`src/rtl/vds_pkg.sv`:
```
package vds_pkg;
  localparam int unsigned SLOTS  = 8;
  localparam int unsigned WORD_W = 32;
  localparam int unsigned PTR_W  = $clog2(SLOTS);
  localparam int unsigned FP_W   = SLOTS * WORD_W;
  localparam int unsigned PBIT   = 0;
  typedef logic [FP_W-1:0]  fp_t;
  typedef logic [SLOTS-1:0] mask_t;
  typedef logic [PTR_W-1:0] ptr_t;
endpackage

```
`src/rtl/vds_fetch_pipe.sv`:
```
module vds_fetch_pipe
  import vds_pkg::*;
#(
  parameter int unsigned ADDR_W = 16
) (
  input  logic              clk_i,
  input  logic              rst_ni,
  input  logic              stall_i,
  output logic              mem_req_o,
  output logic [ADDR_W-1:0] mem_addr_o,
  input  logic              mem_rvalid_i,
  input  fp_t               mem_rdata_i,
  output logic              pr_valid_o,
  output fp_t               pr_data_o
);
  localparam int unsigned NSTG = 4;
  localparam int unsigned PG = 0, PS = 1, PW = 2, PR = 3;

  logic [NSTG-1:0]   stg_v;
  logic [ADDR_W-1:0] pc_q, pg_addr, ps_addr;
  fp_t               pw_data, pr_data;

  always_ff @(posedge clk_i or negedge rst_ni) begin
    if (!rst_ni) begin
      stg_v   <= '0;
      pc_q    <= '0;
      pg_addr <= '0;
      ps_addr <= '0;
      pr_data <= '0;
    end else if (!stall_i) begin
      stg_v   <= {stg_v[NSTG-2:0], 1'b1};
      pc_q    <= pc_q + 1'b1;
      pg_addr <= pc_q;
      ps_addr <= pg_addr;
      // data bypasses wait-stage buffer when it arrives on the advancing edge
      pr_data <= mem_rvalid_i ? mem_rdata_i : pw_data;
    end
  end

  // wait-stage buffer keeps a response that lands under a stall
  always_ff @(posedge clk_i or negedge rst_ni) begin
    if (!rst_ni)           pw_data <= '0;
    else if (mem_rvalid_i) pw_data <= mem_rdata_i;
  end

  assign mem_req_o  = stg_v[PS] & ~stall_i;
  assign mem_addr_o = ps_addr;
  assign pr_valid_o = stg_v[PR];
  assign pr_data_o  = pr_data;


  stage_freeze_chk: assert property (@(posedge clk_i) disable iff (!rst_ni)
    stall_i |=> $stable({stg_v, pg_addr, ps_addr, pc_q}));

  addr_seq_chk: assert property (@(posedge clk_i) disable iff (!rst_ni)
    (mem_req_o && $past(mem_req_o)) |-> mem_addr_o == $past(mem_addr_o) + 1'b1);

  resp_timing_chk: assert property (@(posedge clk_i) disable iff (!rst_ni)
    mem_rvalid_i |-> stg_v[PW]);
endmodule

```
`src/rtl/vds_ep_scan.sv`:
```
module vds_ep_scan
  import vds_pkg::*;
(
  input  fp_t   words_i,
  input  ptr_t  start_i,
  output mask_t mask_o,
  output logic  last_o
);
  mask_t pbit;
  logic  run;

  for (genvar s = 0; s < SLOTS; s++) begin : g_pbit
    assign pbit[s] = words_i[s*WORD_W + PBIT];
  end

  always_comb begin
    mask_o = '0;
    run    = 1'b1;
    for (int i = 0; i < SLOTS; i++) begin
      if (i >= int'(start_i) && run) begin
        mask_o[i] = 1'b1;
        if (!pbit[i]) run = 1'b0;
      end
    end
  end

  // slot SLOTS-1 always closes the packet
  assign last_o = mask_o[SLOTS-1];
endmodule

```
`src/rtl/vds_dispatch.sv`:
```
module vds_dispatch
  import vds_pkg::*;
(
  input  logic  clk_i,
  input  logic  rst_ni,
  input  logic  pr_valid_i,
  input  fp_t   pr_data_i,
  output logic  ep_valid_o,
  output mask_t ep_mask_o,
  output fp_t   ep_words_o,
  output logic  stall_o
);
  logic  dp_v;
  fp_t   dp_data;
  ptr_t  ptr_q;
  mask_t scan_mask;
  logic  scan_last;

  vds_ep_scan u_scan (
    .words_i (dp_data),
    .start_i (ptr_q),
    .mask_o  (scan_mask),
    .last_o  (scan_last)
  );

  assign stall_o = dp_v & ~scan_last;

  always_ff @(posedge clk_i or negedge rst_ni) begin
    if (!rst_ni) begin
      dp_v    <= 1'b0;
      dp_data <= '0;
      ptr_q   <= '0;
    end else if (stall_o) begin
      ptr_q <= ptr_q + PTR_W'($countones(scan_mask));
    end else begin
      dp_v    <= pr_valid_i;
      dp_data <= pr_data_i;
      ptr_q   <= '0;
    end
  end

  assign ep_valid_o = dp_v;
  assign ep_mask_o  = dp_v ? scan_mask : '0;
  assign ep_words_o = dp_data;


  stall_has_fp_chk: assert property (@(posedge clk_i) disable iff (!rst_ni)
    stall_o |-> ep_valid_o);

  fp_hold_chk: assert property (@(posedge clk_i) disable iff (!rst_ni)
    stall_o |=> ep_valid_o && $stable(ep_words_o));

  mask_nonempty_chk: assert property (@(posedge clk_i) disable iff (!rst_ni)
    ep_valid_o |-> ep_mask_o != '0);

  ptr_advance_chk: assert property (@(posedge clk_i) disable iff (!rst_ni)
    stall_o |=> ep_mask_o != $past(ep_mask_o));
endmodule

```
`src/rtl/vliw_dispatch_split.sv`:
```
module vliw_dispatch_split
  import vds_pkg::*;
#(
  parameter int unsigned ADDR_W = 16
) (
  input  logic              clk_i,
  input  logic              rst_ni,
  output logic              mem_req_o,
  output logic [ADDR_W-1:0] mem_addr_o,
  input  logic              mem_rvalid_i,
  input  logic [FP_W-1:0]   mem_rdata_i,
  output logic              ep_valid_o,
  output logic [SLOTS-1:0]  ep_mask_o,
  output logic [FP_W-1:0]   ep_words_o,
  output logic              fetch_stall_o
);
  logic pr_valid;
  fp_t  pr_data;
  logic stall;

  vds_fetch_pipe #(.ADDR_W(ADDR_W)) u_fetch (
    .clk_i        (clk_i),
    .rst_ni       (rst_ni),
    .stall_i      (stall),
    .mem_req_o    (mem_req_o),
    .mem_addr_o   (mem_addr_o),
    .mem_rvalid_i (mem_rvalid_i),
    .mem_rdata_i  (mem_rdata_i),
    .pr_valid_o   (pr_valid),
    .pr_data_o    (pr_data)
  );

  vds_dispatch u_disp (
    .clk_i      (clk_i),
    .rst_ni     (rst_ni),
    .pr_valid_i (pr_valid),
    .pr_data_i  (pr_data),
    .ep_valid_o (ep_valid_o),
    .ep_mask_o  (ep_mask_o),
    .ep_words_o (ep_words_o),
    .stall_o    (stall)
  );

  assign fetch_stall_o = stall;


  no_req_in_stall_chk: assert property (@(posedge clk_i) disable iff (!rst_ni)
    fetch_stall_o |=> !$past(mem_req_o));
endmodule

```
`config.mk`:
```
export PLATFORM = sky130hd
export DESIGN_NAME = vliw_dispatch_split
export DESIGN_NICKNAME = d
export VERILOG_FILES = /design/src/rtl/vds_pkg.sv /design/src/rtl/vds_fetch_pipe.sv /design/src/rtl/vds_ep_scan.sv /design/src/rtl/vds_dispatch.sv /design/src/rtl/vliw_dispatch_split.sv
export SDC_FILE = /design/constraint.sdc
export NUM_CORES = 1
export LEC_CHECK = 0
export BUFFER_PORTS_ARGS = -buffer_cell sky130_fd_sc_hd__buf_2
export CORE_ASPECT_RATIO = 1.1
export CORE_MARGIN = 3
export CORE_UTILIZATION = 47
export DETAILED_ROUTE_END_ITERATION = 10
export HOLD_SLACK_MARGIN = 0.15
export PLACE_DENSITY = 0.71
export SLEW_MARGIN = 40
export SYNTH_ARGS = -nofsm -noshare
export SYNTH_HDL_FRONTEND = slang
export SYNTH_SLANG_ARGS = --single-unit
```
`constraint.sdc`:
```
create_clock -name clk_i -period 4.21 [get_ports clk_i]
set_clock_uncertainty 0.15 [all_clocks]
set_input_delay 0 -clock clk_i [delete_from_list [all_inputs] [get_ports clk_i]]
set_output_delay 0 -clock clk_i [all_outputs]
set_load 0.02 [all_outputs]
```
**After elaboration in Yosys (flattened, before gate mapping)**

Index checks and enable logic that the tools add are counted.

- Register bits: 824
- Input port bits: 259
- Output and inout bits: 283
- Logic and storage cells: 60

- Add/sub/neg operators: 9
- Magnitude comparators: 7
- Mux-type cells: 25
- Bitwise operators: 4
- Reductions and logical operators: 6

Operators by type and width:

| operator | count |
|---|---|
| 256-bit 2-to-1 mux | 1 |
| 1-bit 2-to-1 mux | 22 |
| 16-bit by 1-bit adder with 16-bit output, second input constant | 1 |
| 3-bit adder | 4 |
| 3-bit >= comparator, first input constant | 3 |
| 1-bit by 1-bit adder with 2-bit output | 4 |
| 8-bit 2-to-1 mux | 1 |
| 1-bit by 3-bit >= comparator with 1-bit output, first input constant | 2 |
| 2-bit by 3-bit >= comparator with 1-bit output, first input constant | 2 |
| 1-bit logical AND | 6 |
| 3-bit 2-to-1 mux | 1 |
| 1-bit bitwise AND | 2 |
| 1-bit inverter | 2 |

**Logic depth before layout (Yosys ltp)**

Gate-level depths: netlist of the first run.

- Depth after elaboration: 20
- Mapped depth: 14
- Depth with buffers taken out: 13

**By module**

Synthesis of the first run repeated with hierarchy kept, for this count alone.

- Cells, all modules: 2368
- Area total of the unflattened synthesis: 32084.5 um2

By module, submodules not included:

| module | instances | cells an instance | area each (um2) | sequential area each (um2) |
|---|---|---|---|---|
| vds_fetch_pipe | 1 | 1222 | 21809.7 | 14113.5 |
| vds_dispatch | 1 | 1118 | 10080.9 | 6506.2 |
| vds_ep_scan | 1 | 28 | 193.9 | 0.0 |

**Worst setup path after synthesis of the first run**

Ideal clock, no wire load.

- Path type: register to register
- Start point: register u_disp.ptr_q[1]
- End point: register u_disp.ptr_q[2]
- Setup time: 121 ps
- Arrival time: 3447 ps
- Required time: 3939 ps
- Path slack: 492 ps
- Stages on the path, launching flop included: 14
- Buffers on the path: 1
- Clock period less this slack: 3718 ps
- Path through: dfrtp_1 buf_2 or2_4 o221ai_2 a21oi_1 ha_1 inv_1 fa_1 fa_1 fa_1 fa_1 xnor2_1 xnor2_1 nor2_1

- Word-level cells in the longest chain between the ends: 20
- Elaborated cells between the ends (all ways): 45
- Those cells by class: add/sub: 8; order compare: 7; mux: 22; bitwise: 2; reduce/logical: 6

RTL lines:

| item | RTL line | text |
|---|---|---|
| from (decl) | vds_dispatch.sv:15 | `ptr_t ptr_q;` |
| from (signal assigned) | vds_dispatch.sv:34 | `ptr_q <= ptr_q + PTR_W'($countones(scan_mask));` |
| 1-bit by 3-bit >= comparator with 1-bit output | vds_ep_scan.sv:20 | `if (i >= int'(start_i) && run) begin` |
| 1-bit 2-to-1 mux | vds_ep_scan.sv:20 |  |
| 1-bit 2-to-1 mux / 1-bit logical AND (equally long branches) | vds_ep_scan.sv:22, vds_ep_scan.sv:20 |  |
| 1-bit 2-to-1 mux | vds_ep_scan.sv:20 |  |
| 1-bit 2-to-1 mux / 1-bit logical AND (equally long branches) | vds_ep_scan.sv:22, vds_ep_scan.sv:20 |  |
| 1-bit 2-to-1 mux | vds_ep_scan.sv:20 |  |
| 1-bit 2-to-1 mux / 1-bit logical AND (equally long branches) | vds_ep_scan.sv:22, vds_ep_scan.sv:20 |  |
| 1-bit 2-to-1 mux | vds_ep_scan.sv:20 |  |
| (+2 left out) | -- |  |
| 1-bit 2-to-1 mux / 1-bit logical AND (equally long branches) | vds_ep_scan.sv:22, vds_ep_scan.sv:20 |  |
| 1-bit 2-to-1 mux | vds_ep_scan.sv:20 |  |
| 1-bit 2-to-1 mux / 1-bit logical AND (equally long branches) | vds_ep_scan.sv:22, vds_ep_scan.sv:20 |  |
| 1-bit 2-to-1 mux (2 in a row) | vds_ep_scan.sv:20 |  |
| 1-bit by 1-bit adder with 2-bit output (not written as such) | vds_dispatch.sv:34 |  |
| 3-bit adder (not written as such) (2 in a row) | vds_dispatch.sv:34 |  |
| 3-bit adder | vds_dispatch.sv:34 |  |
| 3-bit 2-to-1 mux * | vds_dispatch.sv:33 | `end else if (stall_o) begin` |

Mark *: on every way between the ends. The rest lies on a longest branch, timed or not.
A chain may end at the register's enable or synchronous reset.

**Worst setup path after layout of the first run**

Same ends and word-level chain as after synthesis.

==> results_dict.tcl, run 1 <==
set metrics [dict create \
    die_w_um 252 \
    worst_pin_slew_ns 0.829 \
    clkTransAtPathRegs_ns 0.07 \
    fmax_mhz 250 \
    ys.flop_type "dfrtp_1" \
    cts_setup_buffers 0 \
    cts_made_buffers 84 \
    startpoint_type "flop" \
    numPortBuffers 541 \
    dp.cells 3736 \
    endpoint_kind "flop" \
    clock_sinks 824 \
    synth.net_count 2713 \
    antenna_found_initial 15 \
    syn_area_um2 31300 \
    pwr_density_cell_nw_per_um2 748 \
    die-height_um 277 \
    drt_first_pass_iters 4 \
    clock_latency_ns 0.63 \
    grt_max_degree 150 \
    drive_above_1_share_pct 32.4 \
    drv_cap 0 \
    vdd_ir_drop_max_mv 0.973 \
    grt_pass1_wl_um 146000 \
    rsz0062_at_grt "false" \
    num_vias 23400 \
    ant_nets 0 \
    finalMaxSlewViolations 0 \
    worstPathArrival_ns 4.32 \
    clockBufferDepth 3 \
    pin_count 542 \
    grt_pass1_vias 26500 \
    setup_tns_ns 0 \
    critical_path_class "flop to flop" \
    required_ns 4.53 \
    period_share_pct 95.0 \
    syn_inst 2444 \
    dieArea_um2 69800 \
    post_drt_wl_per_cell_um 20.2 \
    routabilityCongestion 0.830 \
    synth_top_area_share_pct 65.9 \
    path_max_fanout 10 \
    coreArea_um2 65500 \
    totalWireLength_um 92500 \
    avgViaCountPerCell 5.12 \
    h-tree-depth 3 \
    synthDistinctLibCells 35 \
    setup_viol 0 \
    hpwl_um 49100 \
    cts_tree "done" \
    fin_cells 4574 \
    final_nets 3917 \
    clock-root-buffer "clkbuf_16" \
    hold_violations 0 \
    status "complete, no violations" \
    synth_area_leaders "dfrtp_1 66%, mux2_2 17%, nand2_1 10%" \
    grt_overflow_total 0 \
    leakagePower_nw 21.4 \
    relSlewSlack_pct 44.8 \
    start_util_pct 47.8 \
    fin_area_um2 44400 \
    ys.warnings.count 0 \
    min_period_ns 4.00 \
    yosysSeqAreaShare_pct 65.9 \
    async_flop_share_pct 100 \
    grt_use_total_pct 26.6 \
    ys_seq_elements 824 \
    hold_class "input port to flop" \
    placed_area_um2 34700 \
    area_growth_pct 41.7 \
    final-seq-area_um2 20600 \
    synth.avg_cell_area_um2 12.8 \
    fillers 4137 \
    route.detailed.drc 0 \
    multi_input_area_um2 9860 \
    initialDrtViolationCount 1519 \
    num_rows 98 \
    synth_largest_area_cell "dfrtp_1" \
    synth_edf_count 0 \
]
-- layer usage --
layer / track usage, % / routed length [um] / up-vias
li1: - / - / 10400
met1: 29.9 / 34000 / 11900
met2: 46.3 / 47400 / 851
met3: 6.82 / 6210 / 300
met4: 14.1 / 4930 / 0
met5: 0 / 0 / -
-- cell usage in the layout, fill, tap and decap left out, types with 16 or more instances in the layout --
| cell type | n |
|---|---|
| clkbuf_1 | 16 |
| nand2_1 | 875 |
| xnor2_1 | 16 |
| buf_2 | 539 |
| mux2_4 | 24 |
| mux2_2 | 473 |
| dfrtp_1 | 824 |
| clkbuf_8 | 21 |
| clkbuf_16 | 84 |
| dlygate4sd3_1 | 675 |
-- worst paths after layout --
| path | startpoint | endpoint | slack (ns) | cells after the start |
|---|---|---|---|---|
| min | mem_rvalid_i | u_fetch.pr_data_o[149] | 0.20 | 4 |
| max reg2reg | u_disp.ptr_q[1] | u_disp.ptr_q[2] | 0.21 | 12 |
| min in group asynchronous | rst_ni | u_disp.ep_words_o[164] | 0.56 | 4 |
| max | u_disp.ptr_q[1] | u_disp.ptr_q[2] | 0.21 | 12 |
| max in group asynchronous | rst_ni | u_fetch.pr_data_o[141] | 2.56 | 5 |
| min reg2reg | u_fetch.stg_v[1] | u_fetch.stg_v[1] | 0.30 | 2 |
-- state kept, by name, indices dropped and copies added (netlist names) --
| signal | cells |
|---|---|
| u_disp.ep_valid_o | 1 |
| u_disp.ep_words_o | 256 |
| u_disp.ptr_q | 3 |
| u_fetch.mem_addr_o | 16 |
| u_fetch.pc_q | 16 |
| u_fetch.pg_addr | 16 |
| u_fetch.pr_data_o | 256 |
| u_fetch.pw_data | 256 |
| u_fetch.stg_v | 4 |
-- worst max-delay path, stage by stage, from the launching register on --
cell	delay, ns
dfrtp_1	0.49
or2_4	0.30
o221ai_2	0.30
a21oi_1	0.11
ha_1	0.30
inv_1	0.06
fa_1	0.53
fa_1	0.43
fa_1	0.39
fa_1	0.39
xnor2_1	0.20
xnor2_1	0.15
nor2_1	0.05
-- cells by family (layout without fill, tap and decap cells) --
logic type               count (synthesis)  after routing  synth area share (%)
AND/OR/NAND/NOR                        924            924                  11.3
flip-flops                             824            824                  65.9
multiplexers                           512            512                  18.7
buffers and inverters                  139           1404                  2.65
XOR/XNOR                                18             18                 0.503
AO/OA/AOI/OAI                           17             17                 0.408
adder cells (fa/ha/maj)                 10             10                 0.543
other                                    0             15                     0
-- cell usage after synthesis (2+ instances only) --
| cell | n |
|---|---|
| nand2_1 | 875 |
| dfrtp_1 | 824 |
| mux2_2 | 473 |
| buf_2 | 55 |
| clkbuf_1 | 29 |
| buf_6 | 26 |
| mux2_4 | 24 |
| xnor2_1 | 16 |
| mux2_1 | 15 |
| buf_4 | 12 |
| inv_1 | 12 |
| nor2_1 | 12 |
| nand3_1 | 11 |
| and2_1 | 8 |
| nand4_1 | 8 |
| fa_1 | 6 |
| a21oi_1 | 4 |
| and3_1 | 4 |
| buf_1 | 4 |
| ha_1 | 4 |
| o21ai_0 | 4 |
| nand2b_1 | 3 |
| o21a_1 | 2 |
| xor2_1 | 2 |
-- layout make-up --
type / count / area share (%)
Inverter: 13 / 0.138
Timing Repair Buffer: 1244 / 22.4
Multi-Input combinational cell: 1481 / 22.2
Antenna cell: 15 / 0.0846
Clock inverter: 26 / 0.790
Clock buffer: 121 / 5.52
Tap cell: 850 / 2.40
Sequential cell: 824 / 46.5
-- metrics by stage --
step                      power, W  setup WS, ns  hold slack, ns  util [%]
after detailed placement    0.0244         0.243         -0.0489      53.1
after global placement      0.0237         0.347         -0.0726      53.0
final                       0.0332         0.210           0.197      67.8
after global routing        0.0350        0.0620           0.201      67.8
after floorplan             0.0209         0.492          -0.446         -
after CTS                   0.0326         0.207           0.154      67.7
-- repair_timing --
action	in CTS	in global routing
endpoints found under the hold margin	1294	0
resized for setup	0	0
hold buffers	676	0
setup endpoints to repair	0	0
-- where the power goes --
group | leakage [nW] | internal, W | switching (W)
Sequential | 9.89 | 0.0109 | 0.00180
Combinational | 10.1 | 0.00520 | 0.00768
Clock | 1.38 | 0.00438 | 0.00322
Total | 21.4 | 0.0205 | 0.0127
(Power assumes the default switching activity.)
==> inputs of run 2 (changes only) <==
--- a/config.mk
+++ b/config.mk
@@ -8,10 +8,10 @@
 export BUFFER_PORTS_ARGS = -buffer_cell sky130_fd_sc_hd__buf_2
 export CORE_ASPECT_RATIO = 1.1
 export CORE_MARGIN = 3
-export CORE_UTILIZATION = 47
+export CORE_UTILIZATION = 53
 export DETAILED_ROUTE_END_ITERATION = 10
 export HOLD_SLACK_MARGIN = 0.15
-export PLACE_DENSITY = 0.71
+export PLACE_DENSITY = 0.78
 export SLEW_MARGIN = 40
 export SYNTH_ARGS = -nofsm -noshare
 export SYNTH_HDL_FRONTEND = slang
==> run 2 against run 1 <==
  * Highest routed layer is now met5
  * Final area down 2.4%
  * Clock power about the same
  * Utilization up 7.0 points
  * Worst hold slack better by 0.0048 ns
  * Wire length up 9.9%
  * Critical path depth unchanged
  * Cell count down 3.9%
  * Maximum frequency down 1.4%
  * Clock-buffer cell count down 12
  * Combinational power about the same
  * Sequential cell count unchanged
  * Non-clock buffer count down 84
==> results_dict.tcl, run 2 (synthesized netlist as in run 1, its figures left out) <==
set metrics [dict create \
    final_common_cell "nand2_1" \
    ant_nets 0 \
    pwr_density_cell_nw_per_um2 780 \
    startpoint_type "flop" \
    clkTransAtPathRegs_ns 0.07 \
    clock_sinks 824 \
    top_usage_layer "met2" \
    hp-start "mem_rvalid_i" \
    relSlewSlack_pct 45.4 \
    period_share_pct 96.3 \
    start_util_pct 54.1 \
    initialDrtViolationCount 2219 \
    mostFrequentLayoutCells "875 x nand2_1, 824 x dfrtp_1, 584 x dlygate4sd3_1, 539 x buf_2, 473 x mux2_2" \
    hold_violations 0 \
    pin_count 542 \
    clock_latency_ns 0.62 \
    grt_overflow_total 0 \
    grt_pass1_vias 26800 \
    leakagePower_nw 21.0 \
    met3_usage_pct 7.85 \
    routabilityCongestion 0.807 \
    r2r-start "u_disp.ptr_q[1]" \
    totalWireLength_um 102000 \
    avgViaCountPerCell 5.51 \
    route.detailed.drc 0 \
    area_growth_pct 38.3 \
    num_rows 92 \
    min_period_ns 4.06 \
    die_w_um 238 \
    final_nets 3830 \
    die-height_um 261 \
    hold_class "input port to flop" \
    critical_path_class "flop to flop" \
    setup_tns_ns 0 \
    antenna_found_initial 15 \
    coreArea_um2 57900 \
    clock-root-buffer "clkbuf_16" \
    status "complete, no violations" \
    clockBufferDepth 3 \
    numPortBuffers 541 \
    cts_made_buffers 81 \
    vdd_ir_drop_max_mv 0.666 \
    worst_pin_slew_ns 0.819 \
    drt_first_pass_iters 5 \
    worstPathArrival_ns 4.37 \
    hpwl_um 50200 \
    critical_path.startpoint "u_disp.ptr_q[1]" \
    dieArea_um2 62000 \
    drv_cap 0 \
    grt_use_total_pct 32.6 \
    endpoint_kind "flop" \
    setup_slack_ns 0.154 \
    rsz0062_at_grt "false" \
    h-tree-depth 3 \
    setup_viol 0 \
    ctsResizeCount 0 \
    fmax_mhz 247 \
    grtUsageMet2_pct 57.3 \
    use_met1_pct 35.3 \
    grt_max_degree 163 \
    path_max_fanout 10 \
    required_ns 4.52 \
    cts_tree "done" \
    drive_above_1_share_pct 33.4 \
    post_drt_wl_per_cell_um 23.1 \
    finalMaxSlewViolations 0 \
    total_power_w 0.0337 \
    grt_pass1_wl_um 156000 \
    dp_slack_ns 0.223 \
    num_vias 24200 \
]
## run 2: worst paths after layout
path                                          end  slack (ns)  depth (start not counted)
min                           u_fetch.pw_data[40]        0.20                          3
min reg2reg                u_disp.ep_words_o[176]        0.31                          2
min in group asynchronous  u_fetch.pr_data_o[210]        0.29                          3
max in group asynchronous  u_disp.ep_words_o[138]        2.00                          6
max                               u_disp.ptr_q[2]        0.15                         12
max reg2reg                       u_disp.ptr_q[2]        0.15                         12
## run 2: area by class of cell
type	instances	area, um^2
inverters	13	61.3
well taps	752	941
repair buffers	1160	9050
clock inverters	40	460
diodes	15	37.5
fillers	3060	14600
multi-input cells	1481	9860
clock buffers	109	2260
flip-flops and latches	824	20600
## run 2: power breakdown
| part | total (W) | switching [W] | internal, W |
|---|---|---|---|
| combinational | 0.0132 | 0.00810 | 0.00512 |
| sequential | 0.0129 | 0.00202 | 0.0109 |
| clock | 0.00759 | 0.00328 | 0.00431 |
| total | 0.0337 | 0.0134 | 0.0203 |
## run 2: worst max-delay path: stages, from the launching register on
cell      delay (ns)
dfrtp_1         0.48
or2_4           0.30
o221ai_2        0.32
a21oi_1         0.12
ha_1            0.33
inv_1           0.06
fa_1            0.53
fa_1            0.46
fa_1            0.40
fa_1            0.39
xnor2_1         0.18
xnor2_1         0.14
nor2_1          0.06
## run 2: metal layers
layer	share of wire, %	vias up
met5	0.023	-
met4	7.2	4
met3	7.8	489
met2	51	1370
met1	34	12200
li1	-	10200
## run 2: what timing repair did
item                      4_1_cts  5_1_grt
buffers inserted                0        0
hold buffers                  584        0
hold endpoints to repair     1336        0
## run 2: per-stage QoR
step,cells,util [%],hold slack (ns),area (um^2)
floorplan,2444,-,-0.446,31300
global placement,3644,59.8,0.0118,34600
detailed placement,3646,59.9,-0.354,34700
CTS,4379,74.7,0.190,43300
global route,4391,74.8,0.256,43300
finish,4394,74.8,0.202,43300
==> inputs of run 3 (changes only) <==
--- a/config.mk
+++ b/config.mk
@@ -11,7 +11,7 @@
 export CORE_UTILIZATION = 53
 export DETAILED_ROUTE_END_ITERATION = 10
 export HOLD_SLACK_MARGIN = 0.15
-export PLACE_DENSITY = 0.78
+export PLACE_DENSITY = 0.81
 export SLEW_MARGIN = 40
 export SYNTH_ARGS = -nofsm -noshare
 export SYNTH_HDL_FRONTEND = slang
==> run 3 against run 2 <==
  * Critical path depth rose by 1
  * Largest power group unchanged
  * Sequential share of layout area fell by 0.36 points
  * Total power rose by 2.5%
  * Register-to-register slack got worse by 0.07 ns
  * Sequential cell count did not move
  * Worst hold slack improved by 0.11 ns
  * Die area did not move
==> results_dict.tcl, run 3 (synthesized netlist as in run 1, its figures left out) <==
set metrics [dict create \
    pin_count 542 \
    drt_first_pass_iters 5 \
    start_util_pct 54.1 \
    fmax_mhz 242 \
    hold_class "flop to flop" \
    hpwl_um 50900 \
    grt_max_degree 126 \
    ant_nets 0 \
    vdd_ir_drop_max_mv 0.744 \
    setup_slack_ns 0.0829 \
    numPortBuffers 541 \
    totalWireLength_um 109000 \
    clkTransAtPathRegs_ns 0.07 \
    worst_pin_slew_ns 0.725 \
    initialDrtViolationCount 2395 \
    hold_violations 0 \
    num_rows 92 \
    required_ns 4.55 \
    clock-root-buffer "clkbuf_16" \
    h-tree-depth 3 \
    finalMaxSlewViolations 0 \
    relSlewSlack_pct 51.7 \
    whs_path_depth 2 \
    endpoint_kind "flop" \
    clock_latency_ns 0.62 \
    grt_pass1_vias 27600 \
    worstPathArrival_ns 4.47 \
    cts_setup_buffers 0 \
    critical_path_class "flop to flop" \
    drive_above_1_share_pct 33.3 \
    dieArea_um2 62000 \
    antenna_found_initial 13 \
    clock_sinks 824 \
    post_drt_wl_per_cell_um 24.7 \
    path_max_fanout 13 \
    avgViaCountPerCell 5.66 \
    startpoint_type "flop" \
    min_period_ns 4.13 \
    worst-r2r-cell-count 13 \
    die_w_um 238 \
    cts_made_buffers 80 \
    hold-worst-slack_ns 0.309 \
    routabilityCongestion 0.875 \
    cts_tree "done" \
    final_common_cell "nand2_1" \
    grt_use_total_pct 34.8 \
    final_nets 3850 \
    mostFrequentLayoutCells "875 x nand2_1, 822 x dfrtp_1, 604 x dlygate4sd3_1, 539 x buf_2, 473 x mux2_2" \
    status "complete, no violations" \
    clockBufferDepth 3 \
    grt_overflow_total 0 \
    route.detailed.drc 0 \
    drv_cap 0 \
    setup_viol 0 \
    grt_pass1_wl_um 165000 \
    dp_slack_ns 0.249 \
    die-height_um 261 \
    area_growth_pct 39.3 \
    coreArea_um2 57900 \
    setup_tns_ns 0 \
    num_vias 24900 \
    leakagePower_nw 21.1 \
    pwr_density_cell_nw_per_um2 793 \
    period_share_pct 98.0 \
]
-- run 3: metrics by stage --
step                      std cells  power (W)  util, %  area [um^2]
after detailed placement       3645     0.0244     59.9        34700
after global routing           4403     0.0359     75.3        43600
after global placement         3644     0.0237     59.8        34600
after floorplan                2444     0.0209        -        31300
after CTS                      4393     0.0327     75.2        43500
final                          4404     0.0346     75.3        43600
-- run 3: critical path, stage by stage, from the launching register on --
cell and delay (ns):
dfrtp_1 0.42, buf_4 0.20, a211o_1 0.33, o21ai_2 0.13, nor2_1 0.12, ha_1 0.31
inv_1 0.06, fa_1 0.55, fa_1 0.47, fa_1 0.42, fa_1 0.42, xnor2_1 0.21
xnor2_1 0.14, nor2_1 0.06
-- run 3: worst paths after layout --
kind                                        from                     end  slack (ns)
max in group asynchronous                 rst_ni    u_fetch.pw_data[120]        2.37
min in group asynchronous                 rst_ni  u_fetch.pr_data_o[212]        0.50
hold reg to reg            u_fetch.pr_data_o[17]   u_disp.ep_words_o[17]        0.31
setup / recovery                 u_disp.ptr_q[2]         u_disp.ptr_q[2]        0.08
setup reg to reg                 u_disp.ptr_q[2]         u_disp.ptr_q[2]        0.08
hold / removal             u_fetch.pr_data_o[17]   u_disp.ep_words_o[17]        0.31
-- run 3: final cells by class --
class | instances | area (um^2)
flip-flops and latches | 824 | 20600
fillers | 2895 | 14300
multi-input cells | 1481 | 9890
repair buffers | 1181 | 9270
clock buffers | 110 | 2260
well taps | 752 | 941
clock inverters | 34 | 568
inverters | 13 | 56.3
diodes | 9 | 22.5
-- run 3: layer usage --
layer	global-route usage [%]	wire (um)	share of wire (%)
met1	37.7	36300	33
met2	60.4	54900	50
met3	8.93	8990	8.3
met4	23.8	8660	7.9
met5	0	42	0.039
-- run 3: report_power, final --
group / internal [W] / leakage, nW / switching, W
clock: 0.00449 / 1.36 / 0.00336
sequential: 0.0109 / 9.89 / 0.00212
combinational: 0.00519 / 9.88 / 0.00854
-- run 3: timing repair --
| action | CTS | global route |
|---|---|---|
| hold endpoints to repair | 1336 | 49 |
| gates resized for setup | 0 | 9 |
| setup endpoints to repair | 0 | 1 |
| hold buffers | 604 | 1 |
